==> src/rtl/dac_loader_pkg.sv <==
package dac_loader_pkg;
  localparam int SAMPLE_W = 12;
  localparam int BUS_W    = 8;
  localparam int HI_W     = SAMPLE_W - BUS_W;

  typedef enum logic [2:0] {
    PH_IDLE    = 3'd0,
    PH_CLR_LO  = 3'd1,
    PH_CLR_HI  = 3'd2,
    PH_HI_BYTE = 3'd3,
    PH_LO_BYTE = 3'd4,
    PH_CE_LO   = 3'd5
  } phase_e;

  // High byte: sample MSBs right-aligned, zeros above.
  function automatic logic [BUS_W-1:0] high_byte(input logic [SAMPLE_W-1:0] s);
    return {{(BUS_W-HI_W){1'b0}}, s[SAMPLE_W-1:BUS_W]};
  endfunction

  function automatic logic [BUS_W-1:0] low_byte(input logic [SAMPLE_W-1:0] s);
    return s[BUS_W-1:0];
  endfunction
endpackage

==> src/rtl/dac_phase_timer.sv <==
module dac_phase_timer #(
  parameter int HOLD_W = 8
) (
  input  logic              clk,
  input  logic              rst_n,
  input  logic              load,
  input  logic [HOLD_W-1:0] len,
  output logic              expire
);
  localparam logic [HOLD_W-1:0] ONE = {{(HOLD_W-1){1'b0}}, 1'b1};

  logic [HOLD_W-1:0] cnt;

  // A phase of len cycles starts at len-1; zero length behaves as one.
  function automatic logic [HOLD_W-1:0] first_count(input logic [HOLD_W-1:0] l);
    return (l == '0) ? '0 : l - ONE;
  endfunction

  always_ff @(posedge clk) begin
    if (!rst_n)          cnt <= '0;
    else if (load)       cnt <= first_count(len);
    else if (cnt != '0)  cnt <= cnt - ONE;
  end

  assign expire = (cnt == '0);
endmodule

==> src/rtl/dac_load_fsm.sv <==
module dac_load_fsm
  import dac_loader_pkg::*;
#(
  parameter int HOLD_W = 8
) (
  input  logic                clk,
  input  logic                rst_n,
  input  logic                start,
  input  logic [SAMPLE_W-1:0] sample,
  input  logic                skip_clear,
  input  logic [HOLD_W-1:0]   hold_cycles,
  input  logic                expire,
  output phase_e              phase,
  output logic [SAMPLE_W-1:0] sample_q,
  output logic                timer_load,
  output logic [HOLD_W-1:0]   timer_len,
  output logic                accept,
  output logic                phase_end,
  output logic                done
);
  phase_e            phase_n;
  logic [HOLD_W-1:0] hold_q;

  assign accept    = start && (phase == PH_IDLE);
  assign phase_end = (phase != PH_IDLE) && expire;

  always_comb begin
    phase_n = phase;
    if (accept) begin
      phase_n = skip_clear ? PH_HI_BYTE : PH_CLR_LO;
    end else if (phase_end) begin
      unique case (phase)
        PH_CLR_LO:  phase_n = PH_CLR_HI;
        PH_CLR_HI:  phase_n = PH_HI_BYTE;
        PH_HI_BYTE: phase_n = PH_LO_BYTE;
        PH_LO_BYTE: phase_n = PH_CE_LO;
        PH_CE_LO:   phase_n = PH_IDLE;
        default:    phase_n = PH_IDLE;
      endcase
    end
  end

  assign timer_load = accept || (phase_end && phase != PH_CE_LO);
  assign timer_len  = accept ? hold_cycles : hold_q;

  always_ff @(posedge clk) begin
    if (!rst_n) begin
      phase    <= PH_IDLE;
      hold_q   <= '0;
      sample_q <= '0;
      done     <= 1'b0;
    end else begin
      phase <= phase_n;
      done  <= phase_end && (phase == PH_CE_LO);
      if (accept) begin
        hold_q   <= hold_cycles;
        sample_q <= sample;
      end
    end
  end
endmodule

==> src/rtl/dac_bus_driver.sv <==
module dac_bus_driver
  import dac_loader_pkg::*;
(
  input  logic                clk,
  input  logic                rst_n,
  input  phase_e              phase,
  input  logic [SAMPLE_W-1:0] sample_q,
  output logic [BUS_W-1:0]    bus,
  output logic                clr_n,
  output logic                ce_n,
  output logic                bsel,
  output logic                busy
);
  logic [BUS_W-1:0] bus_q;

  always_comb begin
    unique case (phase)
      PH_HI_BYTE: bus = high_byte(sample_q);
      PH_LO_BYTE: bus = low_byte(sample_q);
      default:    bus = bus_q;
    endcase
  end

  always_ff @(posedge clk) begin
    if (!rst_n) bus_q <= '0;
    else        bus_q <= bus;
  end

  assign clr_n = (phase != PH_CLR_LO);
  assign ce_n  = (phase != PH_CE_LO);
  assign bsel  = (phase == PH_HI_BYTE);
  assign busy  = (phase != PH_IDLE);
endmodule

==> src/rtl/dac_word_loader.sv <==
module dac_word_loader
  import dac_loader_pkg::*;
#(
  parameter int HOLD_W = 8
) (
  input  logic                clk,
  input  logic                rst_n,
  input  logic                start,
  input  logic [SAMPLE_W-1:0] sample,
  input  logic                skip_clear,
  input  logic [HOLD_W-1:0]   hold_cycles,
  output logic                busy,
  output logic                done,
  output logic [BUS_W-1:0]    dac_bus,
  output logic                dac_clr_n,
  output logic                dac_ce_n,
  output logic                dac_bsel
);
  phase_e              phase;
  logic [SAMPLE_W-1:0] sample_q;
  logic                timer_load;
  logic [HOLD_W-1:0]   timer_len;
  logic                timer_expire;
  logic                accept_evt;
  logic                phase_end_evt;

  dac_phase_timer #(.HOLD_W(HOLD_W)) u_timer (
    .clk    (clk),
    .rst_n  (rst_n),
    .load   (timer_load),
    .len    (timer_len),
    .expire (timer_expire)
  );

  dac_load_fsm #(.HOLD_W(HOLD_W)) u_fsm (
    .clk         (clk),
    .rst_n       (rst_n),
    .start       (start),
    .sample      (sample),
    .skip_clear  (skip_clear),
    .hold_cycles (hold_cycles),
    .expire      (timer_expire),
    .phase       (phase),
    .sample_q    (sample_q),
    .timer_load  (timer_load),
    .timer_len   (timer_len),
    .accept      (accept_evt),
    .phase_end   (phase_end_evt),
    .done        (done)
  );

  dac_bus_driver u_drv (
    .clk      (clk),
    .rst_n    (rst_n),
    .phase    (phase),
    .sample_q (sample_q),
    .bus      (dac_bus),
    .clr_n    (dac_clr_n),
    .ce_n     (dac_ce_n),
    .bsel     (dac_bsel),
    .busy     (busy)
  );
endmodule

==> config.mk <==
export PLATFORM = sky130hd
export DESIGN_NAME = dac_word_loader
export DESIGN_NICKNAME = d
export VERILOG_FILES = /design/src/rtl/dac_loader_pkg.sv /design/src/rtl/dac_phase_timer.sv /design/src/rtl/dac_load_fsm.sv /design/src/rtl/dac_bus_driver.sv /design/src/rtl/dac_word_loader.sv
export SDC_FILE = /design/constraint.sdc
export NUM_CORES = 1
export LEC_CHECK = 0
export CAP_MARGIN = 20
export CORE_MARGIN = 2
export CORE_UTILIZATION = 53
export CTS_BUF_LIST = sky130_fd_sc_hd__clkbuf_16
export DETAILED_ROUTE_END_ITERATION = 8
export PLACE_DENSITY = 0.87
export REMOVE_ABC_BUFFERS = 1
export SLEW_MARGIN = 15
export SYNTH_ARGS = -nofsm -noshare
export SYNTH_HDL_FRONTEND = slang
export SYNTH_HIERARCHICAL = 1
export SYNTH_SLANG_ARGS = --single-unit
==> constraint.sdc <==
create_clock -name clk -period 3.9 [get_ports clk]
set_input_delay 0.78 -clock clk [delete_from_list [all_inputs] [get_ports clk]]
set_output_delay 0.78 -clock clk [all_outputs]
set_load 0.01 [all_outputs]
# Word level (Yosys, flattened, before mapping)
# Index checks and enable logic that the tools add are counted.
# totals
reg_bits,40
output_inout_bits,13
# classes
mux,9
n_eq_ne,7
n_reduce_logical,12
add_sub_neg,2
# op_table
cell,count
$mux W8,4
$logic_not A8 Y1,2
$pmux W8 S2,1
$sub A8 B1 Y8 const B,2
$pmux W3 S4,1
$reduce_bool A8 Y1,1
$eq A3 B2 Y1 const B,2
$eq A3 B3 Y1 const B,2
$mux W3,2
$logic_and A1 B1 Y1,4
$reduce_bool A2 Y1,2
$eq A3 B1 Y1 const B,1
$logic_not A3 Y1,1
$ne A3 B1 Y1 const B,1
$ne A3 B3 Y1 const B,1
$reduce_bool A3 Y1,1
$mux W2,1
$logic_or A1 B1 Y1,1

# Logic depth before layout (Yosys ltp)
# logic_depth
depth_word,6
ltp_mapped,12
mapped_depth_nobuf,12

# By module
# Netlist, hierarchy kept.
# by_module_without_submodules
module,cells_per_inst,seq_area_each_um2,instances,area_per_inst_um2
dac_load_fsm,109,480.5,1,1034.7
dac_phase_timer,70,160.2,1,625.6
dac_bus_driver,55,160.2,1,516.7

# Worst setup path before layout
# Ideal clock, no wire load.
# synth_path
path_kind,register -> register
from,register u_timer.cnt[0]
to,register u_timer.cnt[3]
path_stages_with_launch,13
synth_period_minus_slack_ns,2.841
n_path_buf,0
slack_ns,1.059
arrival_ns,2.766
cell_sequence,dfxtp_1 -> inv_1 -> ha_1 -> nor3b_1 -> nand2_1 -> inv_1 -> nand2_1 -> o21a_1 -> o21ai_0 -> inv_1 -> a31o_2 -> or2_2 -> o22ai_1
# synth_via
elab_chain_cells,5
# synth_lines
element,line_no,rtl
"start, declared",dac_phase_timer.sv:12,logic [HOLD_W-1:0] cnt;
"start signal, assigned",dac_phase_timer.sv:21,else if (load) cnt <= first_count(len);
"start signal, assigned",dac_phase_timer.sv:22,else if (cnt != '0) cnt <= cnt - ONE;
$logic_not A8 Y1 *,dac_phase_timer.sv:25,assign expire = (cnt == '0);
via timer_expire,dac_word_loader.sv:23,logic timer_expire;
$logic_and A1 B1 Y1 *,dac_load_fsm.sv:25,assign phase_end = (phase != PH_IDLE) && expire;
$logic_and A1 B1 Y1 *,dac_load_fsm.sv:43,assign timer_load = accept || (phase_end && phase != PH_CE_LO);
$logic_or A1 B1 Y1 *,dac_load_fsm.sv:43,
via timer_load,dac_word_loader.sv:21,logic timer_load;
$mux W8 or $reduce_bool A2 Y1 (tied branches),-,
# The timed path passes the listed nets; every way through them passes the cells marked *. The select of a mux whose other input is x is not followed.
# A chain may end at the register's enable or synchronous reset.

# Worst setup path in the final report
# layout_path
from,input start
to,register u_timer.cnt[4]
# layout_via
elab_chain_cells,5
# layout_lines
element,line_no,rtl
"start, declared",dac_word_loader.sv:8,"input logic start,"
$logic_and A1 B1 Y1 *,dac_load_fsm.sv:24,assign accept = start && (phase == PH_IDLE);
via accept_evt,dac_word_loader.sv:24,logic accept_evt;
$mux W8 *,dac_load_fsm.sv:44,assign timer_len = accept ? hold_cycles : hold_q;
via timer_len[0],dac_word_loader.sv:22,logic [HOLD_W-1:0] timer_len;
$sub A8 B1 Y8 or $logic_not A8 Y1 (tied branches),dac_phase_timer.sv:16,return (l == '0) ? '0 : l - ONE;
$mux W8 *,dac_phase_timer.sv:16,
$mux W8 *,dac_phase_timer.sv:21,
# The timed path passes the listed nets; every way through them passes the cells marked *.

==> flow_summary.yaml <==
grt:
  grt_max_degree: 26
  antenna_found_initial: 0
  grt_pass1_vias: 1650
  gr-max-usage-layer: "met2"
  met2_usage: 0.3410
  grt_pass1_wl_um: 7334
  overflow: 0
  grtUsageMet1: 0.2629
  grt_usage: 0.2113
  grtUsageMet3: 0.05757
sta:
  fin_tns_setup_ps: 0
  slew_viol_final: 0
  rsz0062_at_grt: "no"
  fin_worst_skew_ps: 4.448
  timing.fmax_mhz: 294.7
  finalCritPeriodShare: 0.8701
  finalHoldViolations: 0
  setup_violations: 0
  min_period_ps: 3393
  worstMarginPinSlew_ps: 704.9
  timing.hold.ws_ps: 459.6
  relSlewSlack: 0.5294
final_layout:
  n_antenna_cell: 0
  area_growth_pct: 23.54
  fillCellCount: 304
  fin_cells: 317
  nets: 293
  layout-drive-gt1-share: 0.1498
setup_path:
  cp.required_ps: 4060
  r2r_start: "u_fsm/phase[1]$_SDFFE_PN0P_"
  worstSetupStartpointType: "input port"
  critPathTopFamily: "buffers and inverters"
  crit_type: "in -> reg"
  crit_chain: "clkdlybuf4s50_1 > or4b_4 > clkinv_2 > mux2_2 > inv_1 > ha_1 > nor3b_1 > xnor2_1 > a2bb2oi_1 > nor2_1"
  cp-end-kind: "flip-flop"
  critPathSlowestCell: "or4b_4"
  startpoint: "start"
  critPathMaxStageDelay_ps: 580
  cp.buffers_inverters: 3
  cp.arrival_ps: 3550
  critPathMaxFanout: 20
cts:
  h-tree-depth: 2
  cts_resized: 0
  clkTransAtPathRegs_ps: 60
  cts.sinks: 40
  cts_tree: "done"
  worstSkewPairLatency_ps: 280
  cts_setup_buffers: 0
  cts_root_buf: "clkbuf_16"
  cts_buffers: 5
  hold_buffers: 0
  ctsLongestPathBuffers: 2
status:
  status: "finished, final reports clean"
detailed_routing:
  viasPerCell: 5.615
  drt-total-wl_um: 4375
  drt_iter0_markers: 105
  drc_errors: 0
  dr.pass1.iters: 4
  vias: 1780
  ant_nets: 0
  wire_per_inst_um: 13.80
placed_design:
  io_buffers: 36
  gp_congestion: 0.7920
  hpwl_um: 3029
  dp_cells: 309
floorplan:
  die_w_um: 67.96
  fp-row-count: 23
  core_um2: 3971
  die_area_um2: 4619
  die_h_um: 67.96
  initial_core_util: 0.5460
  io_pins: 37
hold_path:
  hold_class: "reg -> reg"
  min_from: "u_fsm/sample_q[11]$_SDFFE_PN0P_"
run:
  max_cap_violations: 0
power:
  power.density_nw_per_um2: 702.9
  p_leak_nw: 0.9814
  ir_worst_vdd_mv: 0.3891
synthesis:
  netlist_instances: 233
  syn_avg_cell_area_um2: 9.306
  yosysWarnings: 6
  netlist_area_um2: 2168
-- worst min-delay path: cells and delay by family, from the launching register on --
kind             cells  cell delay (ps)
flip-flops           1              310
AND/OR/NAND/NOR      1               50
AO/OA/AOI/OAI        1               50
-- layer usage --
metal | up-vias | wire (um)
met1 | 817 | 2033
met5 | - | 0
met4 | 0 | 74
li1 | 906 | -
met2 | 48 | 2067
met3 | 9 | 201
-- area by class of cell --
| cell class | instances | area [um^2] | area share |
|---|---|---|---|
| flip-flops and latches | 40 | 800.8 | 0.2989 |
| clock buffers | 5 | 125.1 | 0.04671 |
| clock inverters | 3 | 37.54 | 0.01401 |
| repair buffers | 38 | 375.4 | 0.1401 |
| inverters | 8 | 31.28 | 0.01168 |
| well taps | 50 | 62.56 | 0.02335 |
| multi-input cells | 173 | 1246 | 0.4652 |
-- power breakdown --
group          switching (W)  internal, W  total [W]
Sequential          0.000102     0.000490   0.000592
Clock               0.000154     0.000297   0.000451
Combinational       0.000413     0.000428   0.000840
-- final timing paths --
kind | end | slack [ps] | cells past startpoint
hold reg to reg | u_fsm/sample_q[11]$_SDFFE_PN0P_ | 460 | 2
setup / recovery | u_timer/cnt[4]$_SDFFE_PN0P_ | 510 | 10
hold / removal | u_fsm/sample_q[11]$_SDFFE_PN0P_ | 460 | 2
setup reg to reg | u_timer/cnt[4]$_SDFFE_PN0P_ | 890 | 9
-- state kept, by name, indices dropped and copies added (netlist names) --
register,cells
u_drv/bus_q,8
u_fsm/done,1
u_fsm/hold_q,8
u_fsm/phase,3
u_fsm/sample_q,12
u_timer/cnt,8
-- per-stage QoR --
step / area, um^2 / setup slack [ps] / utilization / power, W
global route: 2679 / 323.7 / 0.6745 / 0.002001
finish: 2679 / 506.5 / 0.6745 / 0.001883
floorplan: 2078 / 1002 / - / 0.001198
global placement: 2516 / 303.5 / 0.6336 / 0.001401
CTS: 2679 / 503.8 / 0.6745 / 0.001887
detailed placement: 2516 / 248.7 / 0.6336 / 0.001425
-- layout by cell type, fill, tap and decap left out, drive strengths merged, types with 2 or more instances in the layout --
cell type,count
ha,3
a21oi,8
or2,2
and2,8
or3b,2
or4,2
nor2b,2
nor4,3
a211oi,7
or3,3
o32ai,9
o22ai,7
nor3,7
clkinv,3
nand2,37
nor2,11
inv,7
nand3,3
xnor2,5
nor3b,3
clkbuf,5
a21boi,14
nand2b,4
o21ai,5
clkdlybuf4s50,36
buf,2
mux2,9
and2b,2
o21a,3
o221a,2
dfxtp,40
xor2,3
Power figures use the tool's default switching activity.
